### src/rtl/smp_pkg.sv
package smp_pkg;
   typedef enum logic [1:0] {
      SEL_END   = 2'd0,
      SEL_START = 2'd1,
      SEL_VOL   = 2'd2,
      SEL_NONE  = 2'd3
   } reg_sel_t;
endpackage

### src/rtl/smp_prescaler.sv
module smp_prescaler #(
   parameter int DIV = 64
) (
   input  logic clk,
   input  logic rst_n,
   output logic tick
);
   localparam int CW = (DIV > 1) ? $clog2(DIV) : 1;
   localparam logic [CW-1:0] LAST = CW'(DIV - 1);

   if (DIV < 2) begin : g_bad_div
      $error("smp_prescaler: DIV must be at least 2");
   end

   logic [CW-1:0] cnt;

   assign tick = (cnt == LAST);

   always_ff @(posedge clk) begin
      if (!rst_n)    cnt <= '0;
      else if (tick) cnt <= '0;
      else           cnt <= cnt + 1'b1;
   end
endmodule

### src/rtl/smp_restart_ctl.sv
module smp_restart_ctl #(
   parameter int HOLD = 4
) (
   input  logic clk,
   input  logic rst_n,
   input  logic tick,
   input  logic start_wr,
   input  logic at_end,
   output logic take,
   output logic go,
   output logic playing,
   output logic dec_rst
);
   localparam int HW = $clog2(HOLD + 1);
   localparam logic [HW-1:0] HFULL = HW'(HOLD);
   localparam logic [HW-1:0] HGO   = HW'(HOLD - 1);

   if (HOLD < 1) begin : g_bad_hold
      $error("smp_restart_ctl: HOLD must be at least 1");
   end

   logic          req;
   logic          play;
   logic [HW-1:0] hold;
   logic          ready;
   logic          stop;

   assign take  = tick && req;
   assign ready = tick && !req && play && (hold >= HGO);
   assign go    = ready && !at_end;
   assign stop  = ready && at_end;

   always_ff @(posedge clk) begin
      if (!rst_n)        req <= 1'b0;
      else if (start_wr) req <= 1'b1;
      else if (take)     req <= 1'b0;
   end

   always_ff @(posedge clk) begin
      if (!rst_n)    play <= 1'b0;
      else if (take) play <= 1'b1;
      else if (stop) play <= 1'b0;
   end

   always_ff @(posedge clk) begin
      if (!rst_n)                     hold <= HFULL;
      else if (take)                  hold <= '0;
      else if (tick && hold < HFULL)  hold <= hold + 1'b1;
   end

   assign playing = play;
   assign dec_rst = !play || req || (hold < HFULL);
endmodule

### src/rtl/smp_addr_gen.sv
module smp_addr_gen #(
   parameter int BYTE_W     = 8,
   parameter int PAGE_W     = 7,
   parameter int NIB_W      = 4,
   parameter int REG_W      = 8,
   parameter bit HIGH_FIRST = 1'b1
) (
   input  logic                     clk,
   input  logic                     rst_n,
   input  logic                     load,
   input  logic [PAGE_W-1:0]        load_page,
   input  logic [REG_W-1:0]         end_page,
   input  logic                     take,
   input  logic                     go,
   input  logic [2*NIB_W-1:0]       rom_data,
   output logic [PAGE_W+BYTE_W-1:0] rom_addr,
   output logic [NIB_W-1:0]         dec_nib,
   output logic                     at_end
);
   localparam logic [BYTE_W-1:0] BYTE_LAST = '1;

   logic [PAGE_W-1:0] page;
   logic [BYTE_W-1:0] offs;
   logic              nib_sel;
   logic [NIB_W-1:0]  first_nib;
   logic [NIB_W-1:0]  second_nib;

   if (HIGH_FIRST) begin : g_high_first
      assign first_nib  = rom_data[2*NIB_W-1:NIB_W];
      assign second_nib = rom_data[NIB_W-1:0];
   end else begin : g_low_first
      assign first_nib  = rom_data[NIB_W-1:0];
      assign second_nib = rom_data[2*NIB_W-1:NIB_W];
   end

   always_ff @(posedge clk) begin
      if (!rst_n)                                page <= '0;
      else if (load)                             page <= load_page;
      else if (go && nib_sel && offs == BYTE_LAST) page <= page + 1'b1;
   end

   always_ff @(posedge clk) begin
      if (!rst_n)               offs <= '0;
      else if (take)            offs <= '0;
      else if (go && nib_sel)   offs <= offs + 1'b1;
   end

   always_ff @(posedge clk) begin
      if (!rst_n)     nib_sel <= 1'b0;
      else if (take)  nib_sel <= 1'b0;
      else if (go)    nib_sel <= ~nib_sel;
   end

   always_ff @(posedge clk) begin
      if (!rst_n)   dec_nib <= '0;
      else if (go)  dec_nib <= nib_sel ? second_nib : first_nib;
   end

   assign rom_addr = {page, offs};
   assign at_end   = (end_page == REG_W'(page));
endmodule

### src/rtl/smp_player.sv
module smp_player
   import smp_pkg::*;
#(
   parameter int DIV        = 64,
   parameter int HOLD       = 4,
   parameter int BYTE_W     = 8,
   parameter int PAGE_W     = 7,
   parameter int NIB_W      = 4,
   parameter int VOL_W      = 4,
   parameter int REG_W      = 8,
   parameter bit HIGH_FIRST = 1'b1,
   localparam int ADDR_W    = PAGE_W + BYTE_W,
   localparam int DATA_W    = 2 * NIB_W
) (
   input  logic              clk,
   input  logic              rst_n,
   input  logic              wr_en,
   input  logic [1:0]        wr_sel,
   input  logic [REG_W-1:0]  wr_data,
   input  logic [DATA_W-1:0] rom_data,
   output logic [ADDR_W-1:0] rom_addr,
   output logic              smp_strobe,
   output logic [NIB_W-1:0]  dec_nib,
   output logic              dec_rst,
   output logic              playing,
   output logic [VOL_W-1:0]  vol
);
   if (PAGE_W > REG_W || VOL_W > REG_W) begin : g_bad_widths
      $error("smp_player: PAGE_W and VOL_W must fit in REG_W");
   end

   reg_sel_t         sel;
   logic             start_wr;
   logic             end_wr;
   logic             vol_wr;
   logic [REG_W-1:0] end_q;
   logic             tick;
   logic             take;
   logic             go;
   logic             at_end;

   assign sel      = reg_sel_t'(wr_sel);
   assign start_wr = wr_en && (sel == SEL_START);
   assign end_wr   = wr_en && (sel == SEL_END);
   assign vol_wr   = wr_en && (sel == SEL_VOL);

   always_ff @(posedge clk) begin
      if (!rst_n)      end_q <= '0;
      else if (end_wr) end_q <= wr_data;
   end

   always_ff @(posedge clk) begin
      if (!rst_n)        vol <= '0;
      else if (start_wr) vol <= '0;
      else if (vol_wr)   vol <= wr_data[VOL_W-1:0];
   end

   smp_prescaler #(.DIV(DIV)) u_pre (
      .clk   (clk),
      .rst_n (rst_n),
      .tick  (tick)
   );

   smp_restart_ctl #(.HOLD(HOLD)) u_ctl (
      .clk      (clk),
      .rst_n    (rst_n),
      .tick     (tick),
      .start_wr (start_wr),
      .at_end   (at_end),
      .take     (take),
      .go       (go),
      .playing  (playing),
      .dec_rst  (dec_rst)
   );

   smp_addr_gen #(
      .BYTE_W     (BYTE_W),
      .PAGE_W     (PAGE_W),
      .NIB_W      (NIB_W),
      .REG_W      (REG_W),
      .HIGH_FIRST (HIGH_FIRST)
   ) u_addr (
      .clk       (clk),
      .rst_n     (rst_n),
      .load      (start_wr),
      .load_page (wr_data[PAGE_W-1:0]),
      .end_page  (end_q),
      .take      (take),
      .go        (go),
      .rom_data  (rom_data),
      .rom_addr  (rom_addr),
      .dec_nib   (dec_nib),
      .at_end    (at_end)
   );

   assign smp_strobe = tick;
endmodule

### config.mk
export PLATFORM = sky130hd
export DESIGN_NAME = smp_player
export DESIGN_NICKNAME = d
export VERILOG_FILES = /design/src/rtl/smp_pkg.sv /design/src/rtl/smp_prescaler.sv /design/src/rtl/smp_restart_ctl.sv /design/src/rtl/smp_addr_gen.sv /design/src/rtl/smp_player.sv
export SDC_FILE = /design/constraint.sdc
export NUM_CORES = 1
export LEC_CHECK = 0
export BUFFER_PORTS_ARGS = -buffer_cell sky130_fd_sc_hd__buf_2
export CAP_MARGIN = 10
export CELL_PAD_IN_SITES_DETAIL_PLACEMENT = 2
export CELL_PAD_IN_SITES_GLOBAL_PLACEMENT = 2
export CORE_AREA = 2 2 81 83
export CTS_BUF_LIST = sky130_fd_sc_hd__clkbuf_16
export CTS_CLUSTER_SIZE = 40
export DETAILED_ROUTE_END_ITERATION = 10
export DIE_AREA = 0 0 83 85
export GPL_TIMING_DRIVEN = 0
export PLACE_DENSITY_LB_ADDON = 0.1
export SETUP_SLACK_MARGIN = 0.4
export SLEW_MARGIN = 20
export SYNTH_ARGS = -nofsm -noshare
export SYNTH_HDL_FRONTEND = slang
export SYNTH_SLANG_ARGS = --single-unit
### constraint.sdc
create_clock -name clk -period 3.6 [get_ports clk]
set_clock_uncertainty 0.05 [all_clocks]
set_input_delay 0.72 -clock clk [delete_from_list [all_inputs] [get_ports clk]]
set_output_delay 0.72 -clock clk [all_outputs]
set_load 0.01 [all_outputs]
# After elaboration in Yosys (flattened, before gate mapping)
# Cells that the tools add are included.
dict set report word_totals {
  elab_cells 58
  input_bits 21
  output_inout_bits 26
  register_bits 43
}
dict set report classes {
  n_lt_le_gt_ge 2
  addsub 4
  muxes 9
  reduce_logical 25
  n_bitwise 2
  eq_ne 5
}
# operator n
set ops {}
lappend ops {{2-to-1 mux 7 bit} 2}
lappend ops {{logical AND 1 bit} 12}
lappend ops {{adder 8 x 1 -> 8 bit (second input constant)} 1}
lappend ops {{== test 8 x 7 -> 1 bit} 1}
lappend ops {{== test 8 bit (second input constant)} 1}
lappend ops {{nonzero test 2 bit} 4}
lappend ops {{adder 7 x 1 -> 7 bit (second input constant)} 1}
lappend ops {{adder 6 x 1 -> 6 bit (second input constant)} 1}
lappend ops {{== test 6 bit (second input constant)} 1}
lappend ops {{2-to-1 mux 3 bit} 2}
lappend ops {{OR reduction 2 bit} 3}
lappend ops {{2-to-1 mux 1 bit} 4}
lappend ops {{2-to-1 mux 4 bit} 1}
lappend ops {{adder 3 x 1 -> 3 bit (second input constant)} 1}
lappend ops {{>= comparator 3 x 2 -> 1 bit (second input constant)} 1}
lappend ops {{zero test 1 bit} 3}
lappend ops {{< comparator 3 bit (second input constant)} 1}
lappend ops {{== test 2 x 1 -> 1 bit (second input constant)} 1}
lappend ops {{== test 2 bit (second input constant)} 1}
lappend ops {{zero test 2 bit} 1}
lappend ops {{logical OR 1 bit} 2}
lappend ops {{NOT 1 bit} 2}

# Longest topological paths before layout
dict set report logic_depth {
  ltp_word 9
  ltp_mapped 7
  ltp_nobuf 7
}

# Cells and area by module
# Synthesis repeated with hierarchy kept, for this count alone.
dict set report unflattened {
  hier_cells 225
  hier_area_um2 2031.9
}
# mod area_per_inst_um2 n_inst seq_area_each_um2 cells_per_inst
set by_module_without_submodules {}
lappend by_module_without_submodules {smp_addr_gen 1037.2 1 400.4 118}
lappend by_module_without_submodules {smp_player 490.5 1 240.2 52}
lappend by_module_without_submodules {smp_restart_ctl 266.5 1 100.1 30}
lappend by_module_without_submodules {smp_prescaler 237.7 1 120.1 25}

# Least setup slack after synthesis
# Ideal clock, no wire load.
dict set report synth_timing {
  path_type {register to register}
  start {register u_addr.offs[0]}
  end {register u_addr.page[3]}
  arrival_ns 1.855
  required_ns 3.476
  synth_period_minus_slack_ns 1.980
  setup_slack_ns 1.620
  setup_time_ns 0.074
  stages_incl_launch_ff 7
  path_buffers 0
  path_cell_list {dfxtp_1 -> ha_1 -> and4b_2 -> nand4_4 -> a21o_2 -> or4_1 -> a31oi_1}
}
dict set report synth_between {
  elab_chain_len 3
}
# item line
set synth_rtl {}
lappend synth_rtl {{start: declaration} smp_addr_gen.sv:23} ;# logic [BYTE_W-1:0] offs;
lappend synth_rtl {{start signal: assignment} smp_addr_gen.sv:45} ;# else if (go && nib_sel) offs <= offs + 1'b1;
lappend synth_rtl {{== test 8 bit} smp_addr_gen.sv:39} ;# else if (go && nib_sel && offs == BYTE_LAST) page <= page + 1'b1;
lappend synth_rtl {{logical AND 1 bit} smp_addr_gen.sv:39}
lappend synth_rtl {{nonzero test 2 bit (no source line)} n/a}
lappend synth_rtl {{end signal: assignment} smp_addr_gen.sv:38} ;# else if (load) page <= load_page;
lappend synth_rtl {{end signal: assignment} smp_addr_gen.sv:39}
lappend synth_rtl {{end: declaration} smp_addr_gen.sv:22} ;# logic [PAGE_W-1:0] page;
# No other way between the ends.
# A chain may end at the register's enable or synchronous reset.

# Worst setup path after layout
dict set report layout_timing {
  start {register u_pre.cnt[0]}
  end {output smp_strobe}
}
dict set report layout_between {
  elab_chain_len 1
}
# item line
set layout_rtl {}
lappend layout_rtl {{start: declaration} smp_prescaler.sv:15} ;# logic [CW-1:0] cnt;
lappend layout_rtl {{start signal: assignment} smp_prescaler.sv:22} ;# else cnt <= cnt + 1'b1;
lappend layout_rtl {{== test 6 bit} smp_prescaler.sv:17} ;# assign tick = (cnt == LAST);
lappend layout_rtl {{end: declaration} smp_player.sv:22} ;# output logic smp_strobe,
# No other way between the ends.

==> metrics.cfg <==
[place]
port_buffers = 46
place_area_um2 = 2420
gp_congestion = 0.697
dp_cells = 346
dp_hpwl_um = 4300

[critical_path]
critPathKind = register to output pin
cp.arrival_ns = 1.55
cp_slowest_cell = dfxtp_1
crit_chain = ha_1 -> and4_2 -> nand2_1 -> inv_1 -> buf_2
path_max_fanout = 6
crit_family = simple AND/OR/NAND/NOR gates
startpoint_type = register
critical_path_required_ns = 2.83
cp_num_buf_inv = 2
critPathMaxStageDelay_ns = 0.36
end_kind = output pin

[synthesis]
synth-seq-cells = 43
synthCells = 223
synth_largest_area_cell = dfxtp_1
ys_top_cells_by_area = dfxtp_1, mux2i_1, xnor2_1, nor2b_1, xor2_1
syn_nets = 249
ys_types = 40
synth_top_area_share = 0.411
avgSynthCellArea_um2 = 9.39
synthesis.area_um2 = 2090
ys_seq_area_frac = 0.411
ys_warn_count = 0

[power_and_ir_drop]
irDropWorstVdd_mv = 0.183
total_power_mw = 1.02
powerDensity_nw_per_um2 = 401
p_leak_nw = 1.08

[die]
die_x_um = 83
die_h_um = 85
die_area_um2 = 7060
coreArea_um2 = 6200
std_cell_rows = 29
initial_core_util = 0.338
io_pins = 47

[global_route]
grt_pass1_vias = 1898
grt_pass1_wl_um = 9630
grt-ovfl-total = 0
grtUsageTotal = 0.170
grt_start_max_net_pins = 13
antenna_found_initial = 0

[layout]
antenna-diode-count = 0
design_area_um2 = 2560
layout.nets = 302
drive_above_1_share = 0.227
fin_cells = 354
layout_common_cells = buf_2, dfxtp_1, nor2_1
final_common_cell = buf_2
areaGrowthSynthToFinish_pct = 22.1

[timing]
whs_ns = 0.403
min_period_ns = 2.32
setup_tns_ns = 0
slew_viol_final = 0
finalSetupViolations = 0
hold_violations = 0
relSlewSlack = 0.503
worst_slew_pin_slew_ns = 0.727
fin_crit_sh = 0.644
rsz0062_at_grt = no
timing.fmax_ghz = 0.431

[drt]
viasPerCell = 5.17
drc_errors = 0
vias = 1831
first_pass_iters = 4
wl_per_cell_um = 16.1
drtIter0Drc = 65
ant_nets = 0
postRouteWirelength_um = 5700

[clock_tree]
cts_root_buf = clkbuf_16
cts_made_buffers = 5
clk_pin_slew_ns = 0.06
htreeDepth = 2
cts.sinks = 43
postCtsSetupRepairBufs = 0
cts_resized = 0
cts.path.max_buffers = 2
cts_tree = done
cts_hold_repair.buffers = 0
clock_latency_ns = 0.28

[status]
status = completed

[worst_hold_path]
hp-class = register to register

[job]
drv_cap = 0

-- state kept, by name, indices dropped and copies added (netlist names) --
name and flops:
u_pre.cnt 6, u_ctl.playing 1, u_addr.nib_sel 1, u_ctl.hold 3, end_q 8, vol 4
u_addr.offs 8, u_addr.dec_nib 4, u_ctl.req 1, u_addr.page 7
-- worst reg2reg max path, delay by kind of cell, from the launching register on --
| family | cells | cell delay [ns] |
|---|---|---|
| simple gates | 3 | 0.62 |
| compound gates | 1 | 0.72 |
| fa+ha+maj | 1 | 0.23 |
| xor+xnor | 1 | 0.20 |
| flops | 1 | 0.36 |
-- final cells by class --
cell class                 instances  area (µm²)
clock inverter                     3        11.3
buffer                             9        50.0
multi-input combinational        166        1160
sequential                        43         861
fill                             722        3650
clock buffer                       5         125
tap                               77        96.3
timing repair buffer              46         230
inverter                           5        18.8
-- metrics by stage --
| step | util | setup WS [ns] |
|---|---|---|
| 4_1_cts | 0.412 | 1.20 |
| 5_1_grt | 0.412 | 1.01 |
| 3_5_place_dp | 0.390 | 1.22 |
| 6_report | 0.412 | 1.28 |
| 2_1_floorplan | - | 1.62 |
| 3_3_place_gp | 0.390 | 1.26 |
-- final timing paths --
kind                                               from                           to  slack [ns]  cells past startpoint
worst max-delay path            u_pre.cnt[0]$_SDFF_PP0_                   smp_strobe        1.28                      5
worst min-delay path            u_pre.cnt[0]$_SDFF_PP0_      u_pre.cnt[0]$_SDFF_PP0_        0.40                      1
worst max register to register  u_pre.cnt[0]$_SDFF_PP0_  u_addr.offs[3]$_SDFFE_PP0P_        1.28                      6
worst min register to register  u_pre.cnt[0]$_SDFF_PP0_      u_pre.cnt[0]$_SDFF_PP0_        0.40                      1
-- routing by layer --
layer,global-route usage,wire [µm],vias up
met5,0,0,-
met4,0.0537,36,0
met3,0.0340,162,4
met2,0.293,2830,31
met1,0.215,2680,882
li1,-,-,914
-- power by group --
group	total (mW)	leakage, nW	switching, mW	internal [mW]
sequential	0.502	0.349	0.0137	0.488
combinational	0.0966	0.664	0.0558	0.0408
clock	0.426	0.0701	0.176	0.250
total	1.02	1.08	0.246	0.779
-- synth_stat cells --
cell / number
a21o_2: 1
o21ai_0: 13
or3_2: 2
buf_2: 1
inv_1: 5
a22oi_1: 4
a2111oi_0: 6
a21oi_2: 1
and3_1: 2
dfxtp_1: 43
a21boi_0: 2
a211oi_1: 2
clkbuf_1: 5
nor3b_1: 1
ha_1: 5
a21oi_1: 5
nand2_1: 14
o211a_1: 4
xor2_1: 9
a31o_2: 1
buf_1: 1
xnor2_1: 12
and4_1: 3
nor2b_1: 14
or4_1: 2
and4_2: 1
nor2_1: 17
a22o_1: 4
mux2i_1: 14
nand4_4: 1
a211o_2: 1
nand4_1: 3
nand3b_1: 1
nand3_1: 10
nor4_1: 2
o31ai_1: 2
and4b_2: 1
and2_1: 2
a31oi_1: 4
buf_6: 2
-- cell families after synthesis --
logic type	after synthesis	synth area share
adder cells (fa/ha/maj)	5	0.0299
AO/OA/AOI/OAI	50	0.169
AND/OR/NAND/NOR	76	0.203
XOR/XNOR	21	0.0878
multiplexers	14	0.0669
buffers and inverters	14	0.0329
flip-flops	43	0.411
(Power assumes the default switching activity.)
